--- src/rtl/match_chain_arbiter.sv ---
module match_chain_arbiter #(
  parameter int PAGE_W = 2,
  parameter int ADDR_W = 4,
  localparam int BUS_W = PAGE_W + ADDR_W
) (
  input  logic              clk,
  input  logic              rst_n,
  input  logic              strobe_n,
  input  logic              oe_n,
  input  logic              sel,
  input  logic [1:0]        op,
  input  logic              hit,
  input  logic [ADDR_W-1:0] hit_addr,
  input  logic [ADDR_W-1:0] acc_addr,
  input  logic [PAGE_W-1:0] page_addr,
  input  logic              last_dev,
  input  logic              chain_in,
  output logic              chain_out,
  output logic [BUS_W-1:0]  bus_val,
  output logic              bus_en
);
  localparam logic [1:0] OP_NONE = 2'd0;
  localparam logic [1:0] OP_CMP  = 2'd1;
  localparam logic [1:0] OP_ACC  = 2'd2;

  typedef enum logic [1:0] {SRC_IDLE, SRC_CMP, SRC_ACC} src_t;

  logic [1:0]        pend_op;
  logic              pend_sel, pend_hit;
  logic [ADDR_W-1:0] pend_addr;
  logic              match_q;
  logic [ADDR_W-1:0] addr_q;
  src_t              src_q;
  logic [BUS_W-1:0]  bus_q;
  logic              own_q;

  logic win, miss, acc_own;
  assign win     = (src_q == SRC_CMP) && match_q && !chain_in;
  assign miss    = (src_q == SRC_CMP) && last_dev && !match_q && !chain_in;
  assign acc_own = (src_q == SRC_ACC);

  always_ff @(posedge clk) begin
    if (!rst_n) begin
      pend_op   <= OP_NONE;
      pend_sel  <= 1'b0;
      pend_hit  <= 1'b0;
      pend_addr <= '0;
      match_q   <= 1'b0;
      addr_q    <= '0;
      src_q     <= SRC_IDLE;
      bus_q     <= '0;
      own_q     <= 1'b0;
    end else if (!strobe_n) begin
      if (pend_op == OP_NONE && op != OP_NONE) begin
        pend_op   <= op;
        pend_sel  <= sel;
        pend_hit  <= hit;
        pend_addr <= (op == OP_CMP) ? hit_addr : acc_addr;
      end
    end else begin
      if (pend_op == OP_CMP) begin
        match_q <= pend_sel && pend_hit;
        src_q   <= SRC_CMP;
        if (pend_sel && pend_hit) addr_q <= pend_addr;
      end else if (pend_op == OP_ACC) begin
        src_q <= pend_sel ? SRC_ACC : SRC_IDLE;
        if (pend_sel) addr_q <= pend_addr;
      end
      pend_op <= OP_NONE;
      own_q   <= win || miss || acc_own;
      bus_q   <= miss ? {BUS_W{1'b1}} : {page_addr, addr_q};
    end
  end

  assign chain_out = chain_in || match_q;
  assign bus_val   = bus_q;
  assign bus_en    = !oe_n && own_q;
endmodule


--- config.mk ---
export PLATFORM = sky130hd
export DESIGN_NAME = match_chain_arbiter
export DESIGN_NICKNAME = d
export VERILOG_FILES = /design/src/rtl/match_chain_arbiter.sv
export SDC_FILE = /design/constraint.sdc
export NUM_CORES = 1
export LEC_CHECK = 0
export CORE_MARGIN = 2
export CORE_UTILIZATION = 30
export DETAILED_ROUTE_END_ITERATION = 6
export HOLD_SLACK_MARGIN = 0.06
export SLEW_MARGIN = 20
export SYNTH_ARGS = -nofsm -noshare
export SYNTH_HDL_FRONTEND = slang
export SYNTH_SLANG_ARGS = --single-unit
--- constraint.sdc ---
create_clock -name clk -period 2.25 [get_ports clk]
set_input_delay 0.3375 -clock clk [delete_from_list [all_inputs] [get_ports clk]]
set_output_delay 0.3375 -clock clk [all_outputs]
set_load 0.005 [all_outputs]
==> impl_metrics.py, run 1 <==
metrics = {
    "clocking": {
        "htreeDepth": 1,
        "cts_num_sinks": 22,
        "clkTransAtPathRegs_ps": 110,
        "cts_resized": 0,
        "post_cts_buffers": 0,
        "clock_path_buffers": 2,
        "cts_made_buffers": 3,
        "clockRootBuffer": "clkbuf_4",
        "clock_latency_ps": 300,
        "cts_tree": "built",
        "hold_buffers": 0,
    },
    "floorplan": {
        "start_util_pct": 31.8,
        "ioPinCount": 28,
        "die_h_um": 61.1,
        "core_area_um2": 3080,
        "num_rows": 20,
        "design.die.area_um2": 3740,
        "die_x_um": 61.1,
    },
    "layout": {
        "antenna_cells": 0,
        "stdcell_count": 175,
        "fin_nets": 155,
        "final_cell_mix": "27 x clkdlybuf4s50_1, 22 x dfxtp_1, 19 x nand2_1",
        "utilization_pct": 43.7,
        "drive_gt1_share_pct": 13.0,
        "final_common_cell": "clkdlybuf4s50_1",
        "layout-area-overhead-vs-synth_pct": 37.3,
    },
    "timing": {
        "maxSlewHeadroom_pct": 69.0,
        "post-route-period-util_pct": 80.0,
        "worst_slew_pin_slew_ps": 463,
        "finalSetupTns_ps": 0,
        "max_clock_freq_mhz": 556,
        "drv_slew": 0,
        "setup_slack_ps": 450,
        "setup_viol": 0,
        "rsz0062_at_grt": "no",
        "finalClockSkew_ps": 7.75,
        "hold_viol": 0,
        "period_needed_ps": 1800,
        "holdWs_ps": 465,
    },
    "drt": {
        "via_per_inst": 4.66,
        "antenna_left": 0,
        "drt_iter0_drc": 23,
        "drc": 0,
        "wirelength_um": 1900,
        "vias": 816,
        "drt_first_pass_iters": 4,
        "wl_per_cell_um": 10.8,
    },
    "global_routing": {
        "grt_pass1_wl_um": 3080,
        "grt_pass1_vias": 738,
        "grt_use_total_pct": 11.0,
        "grt-ovfl-total": 0,
        "antenna_found_initial": 0,
        "grt_start_max_net_pins": 18,
    },
    "yosys": {
        "syn_nets": 127,
        "syn-cell-area_um2": 980,
        "synth_area_per_cell_um2": 9.42,
        "yosys.area.top_type": "dfxtp_1",
        "yosysSeqAreaShare_pct": 45.0,
        "ys.warnings.count": 0,
        "ys_top_cells_by_area": "dfxtp_1 45%, mux2i_1 9.2%, o221a_2 8.0%",
        "synth_cell_types": 24,
        "synth_seq_cells": 22,
        "synthCells": 104,
        "synth_top_cell_area_share_pct": 45.0,
    },
    "place": {
        "port-buffer-count": 27,
        "dp.cells": 171,
        "pre_cts_slack_ps": 386,
        "routabilityCongestion": 0.763,
    },
    "min_path": {
        "min_path_type": "flop to flop",
    },
    "setup_path": {
        "crit_type": "primary input to output port",
        "crit_fanout": 2,
        "end_kind": "output port",
        "worst_ep_arrival_time_ps": 1460,
        "worstSetupStartpointType": "primary input",
        "worstPathRequired_ps": 1910,
        "worst_path_max_delay_cell": "clkdlybuf4s50_1",
        "cpMostUsedCell": "clkdlybuf4s50_1",
        "cp_cell_sequence": "clkdlybuf4s50_1, or2_4, clkdlybuf4s50_1",
        "cpPeakStageDelay_ps": 440,
    },
    "status": {
        "status": "completed",
    },
    "pwr": {
        "power_density_nw_per_um2": 622,
        "p_leak_nw": 0.495,
        "irDropWorstVdd_uv": 241,
    },
    "run": {
        "cap_viol_max_count": 0,
    },
}
-- cells by family (layout without fill, tap and decap cells) --
kind of cell / count (synthesis) / count (layout) / share of synthesized area (%)
simple gates: 35 / 35 / 17.0
compound gates: 25 / 25 / 19.9
flops: 22 / 22 / 45.0
mux: 10 / 10 / 10.3
buf+inv: 9 / 36 / 3.96
fa+ha+maj: 3 / 3 / 3.83
-- final cells by class --
| class | count | area, um^2 |
|---|---|---|
| Multi-Input combinational cell | 73 | 500 |
| Clock buffer | 3 | 22.5 |
| Inverter | 3 | 11.3 |
| Clock inverter | 1 | 30.0 |
| Sequential cell | 22 | 440 |
| Fill cell | 310 | 1730 |
| Timing Repair Buffer | 29 | 285 |
| Tap cell | 44 | 55.1 |
-- power by group --
group          switching (W)  internal, W  leakage, nW  total, W
clock               0.000116     0.000180       0.0279  0.000296
sequential         0.0000105     0.000407        0.180  0.000418
combinational      0.0000505    0.0000725        0.287  0.000123
-- worst paths after layout --
| kind | startpoint | to | slack (ps) | cells past startpoint |
|---|---|---|---|---|
| max | chain_in | chain_out | 450 | 3 |
| min | addr_q[1]$_SDFFE_PN0P_ | addr_q[1]$_SDFFE_PN0P_ | 460 | 2 |
| max reg2reg | pend_op[1]$_SDFFE_PP0P_ | addr_q[0]$_SDFFE_PN0P_ | 790 | 5 |
| min reg2reg | addr_q[1]$_SDFFE_PN0P_ | addr_q[1]$_SDFFE_PN0P_ | 460 | 2 |
-- critical path: cells and delay by family --
| family | cells | cell delay, ps |
|---|---|---|
| simple gates | 1 | 250 |
| buf+inv | 2 | 870 |
-- cell usage after synthesis --
| master | n |
|---|---|
| clkinv_1 | 1 |
| o31ai_4 | 1 |
| clkbuf_2 | 1 |
| nand4_1 | 1 |
| nand2_1 | 19 |
| clkbuf_1 | 2 |
| dfxtp_1 | 22 |
| nor3b_1 | 1 |
| nand2b_1 | 3 |
| mux2_2 | 1 |
| or2_2 | 1 |
| buf_2 | 3 |
| inv_1 | 2 |
| nor2b_1 | 2 |
| mux2i_1 | 9 |
| ha_1 | 3 |
| nor2_1 | 3 |
| or2_4 | 1 |
| a21oi_1 | 11 |
| nand3_1 | 3 |
| a211oi_1 | 4 |
| o221a_2 | 7 |
| nand4b_1 | 1 |
| o21ai_0 | 2 |
-- routing by layer --
layer	GRT usage (%)	up-vias	share of wire, %
met3	3.15	0	6.9
met1	13.7	363	46
met5	0	-	0
met4	3.73	0	0
li1	-	424	-
met2	18.2	29	47
-- registers in the layout (all words and copies together) (netlist names) --
| name | cells |
|---|---|
| bus_val | 6 |
| addr_q | 4 |
| pend_addr | 4 |
| pend_op | 2 |
| src_q | 2 |
| match_q | 1 |
| own_q | 1 |
| pend_hit | 1 |
| pend_sel | 1 |
-- through the flow --
| step | area (um^2) | power (W) |
|---|---|---|
| final | 1350 | 0.000837 |
| after global routing | 1350 | 0.000870 |
| after CTS | 1350 | 0.000847 |
| after detailed placement | 1290 | 0.000551 |
| after global placement | 1290 | 0.000548 |
| after floorplan | 980 | 0.000489 |
Power figures use the tool's default switching activity.
==> run 2, diff against run 1 <==
==> constraint.sdc (replaced) <==
create_clock -name clk -period 1.8 [get_ports clk]
set_input_delay 0.27 -clock clk [delete_from_list [all_inputs] [get_ports clk]]
set_output_delay 0.27 -clock clk [all_outputs]
set_load 0.005 [all_outputs]
==> run 2 against run 1 <==
  * Global-route usage down 0.27 points
  * Clock skew down 6.4 ps
  * Setup slack worse by 310 ps
  * Flip-flop and latch count unchanged
  * Final cell count up 0.57%
  * Combinational power up 25%
==> impl_metrics.py, run 2 (same netlist as run 1, synthesis figures left out) <==
metrics = {
    "clocking": {
        "clock_latency_ps": 310,
        "cts_made_buffers": 3,
        "cts_num_sinks": 22,
        "htreeDepth": 1,
        "clockRootBuffer": "clkbuf_4",
        "clkTransAtPathRegs_ps": 120,
        "post_cts_buffers": 0,
        "cts_tree": "built",
        "hold_buffers": 0,
        "cts_resized": 0,
        "clock_path_buffers": 2,
    },
    "setup_path": {
        "cp_cell_sequence": "clkdlybuf4s50_1, or2_4, clkdlybuf4s50_1",
        "end_kind": "output port",
        "worstPathRequired_ps": 1530,
        "crit_type": "primary input to output port",
        "cpMostUsedCell": "clkdlybuf4s50_1",
        "worst_path_max_delay_cell": "clkdlybuf4s50_1",
        "crit_fanout": 2,
        "worstSetupStartpointType": "primary input",
        "worst_ep_arrival_time_ps": 1390,
        "cpPeakStageDelay_ps": 440,
    },
    "global_routing": {
        "grt-ovfl-total": 0,
        "grt_start_max_net_pins": 17,
        "grt_pass1_vias": 738,
        "grt_use_total_pct": 10.7,
        "antenna_found_initial": 0,
        "grt_pass1_wl_um": 2990,
    },
    "floorplan": {
        "num_rows": 20,
        "ioPinCount": 28,
        "die_x_um": 61.1,
        "core_area_um2": 3080,
        "start_util_pct": 31.8,
        "die_h_um": 61.1,
        "design.die.area_um2": 3740,
    },
    "timing": {
        "worst_slew_pin_slew_ps": 444,
        "post-route-period-util_pct": 92.0,
        "drv_slew": 0,
        "max_clock_freq_mhz": 604,
        "maxSlewHeadroom_pct": 70.3,
        "holdWs_ps": 470,
        "period_needed_ps": 1660,
        "rsz0062_at_grt": "no",
        "setup_slack_ps": 144,
        "hold_viol": 0,
        "finalClockSkew_ps": 1.39,
        "setup_viol": 0,
    },
    "run": {
        "cap_viol_max_count": 0,
    },
    "drt": {
        "wl_met3_um": 135,
        "met1_length_um": 876,
        "drt_first_pass_iters": 3,
        "drt_iter0_drc": 8,
        "top_layer": "met4",
        "met2WireLength_um": 826,
        "wirelength_um": 1870,
        "via_per_inst": 4.61,
        "antenna_left": 0,
        "wl_per_cell_um": 10.6,
        "vias": 812,
        "drc": 0,
    },
    "layout": {
        "final_cell_mix": "27 x clkdlybuf4s50_1, 22 x dfxtp_1, 19 x nand2_1",
        "layout-area-overhead-vs-synth_pct": 38.1,
        "largest_reg_flops": 6,
        "antenna_cells": 0,
        "final_common_cell": "clkdlybuf4s50_1",
        "fillers": 308,
        "fin_nets": 156,
        "drive_gt1_share_pct": 13.6,
    },
    "place": {
        "port-buffer-count": 27,
        "routabilityCongestion": 0.767,
        "dpl.hpwl_um": 1480,
        "pre_cts_slack_ps": -2.50,
    },
    "pwr": {
        "p_leak_nw": 0.500,
        "power_density_nw_per_um2": 780,
        "irDropWorstVdd_uv": 316,
        "power_w": 0.00106,
    },
    "status": {
        "status": "completed",
    },
    "min_path": {
        "min_path_type": "flop to flop",
    },
}
## run 2: path summary, 6_finish.rpt
kind / from / to / slack [ps] / cells after the start
setup / recovery: chain_in / chain_out / 140 / 3
setup reg to reg: pend_op[0]$_SDFFE_PP0P_ / pend_addr[2]$_SDFFE_PN0P_ / 330 / 5
hold reg to reg: addr_q[0]$_SDFFE_PN0P_ / addr_q[0]$_SDFFE_PN0P_ / 470 / 2
hold / removal: addr_q[0]$_SDFFE_PN0P_ / addr_q[0]$_SDFFE_PN0P_ / 470 / 2
## run 2: metal layers
metal	track usage (%)	up-vias
met2	17.8	28
met1	13.0	356
met5	0	-
met3	2.94	3
met4	4.66	0
li1	-	425
## run 2: through the flow
step                util [%]  area, um^2  instances  TNS (ps)
finish                  43.9        1350        176         0
global route            43.9        1350        176         0
CTS                     43.9        1350        176         0
detailed placement      42.2        1300        172     -3.81
global placement        42.2        1300        172         0
floorplan                  -         980        104         0
## run 2: report_power, final
group,switching [W],internal (W)
clock network,0.000155,0.000225
logic,0.0000632,0.0000908
registers,0.0000124,0.000509
total,0.000230,0.000825
## run 2: worst max-delay path, delay by kind of cell
kind	cells	cell delay, ps
buffers and inverters	2	860
AND/OR/NAND/NOR	1	250
## run 2: cell type report
class	instances	area, um^2	area share (%)
clock inverter	1	30.0	2.22
tap	44	55.1	4.07
timing repair buffer	30	293	21.6
multi-input combinational	73	500	37.0
inverter	3	11.3	0.833
sequential	22	440	32.6
clock buffer	3	22.5	1.67
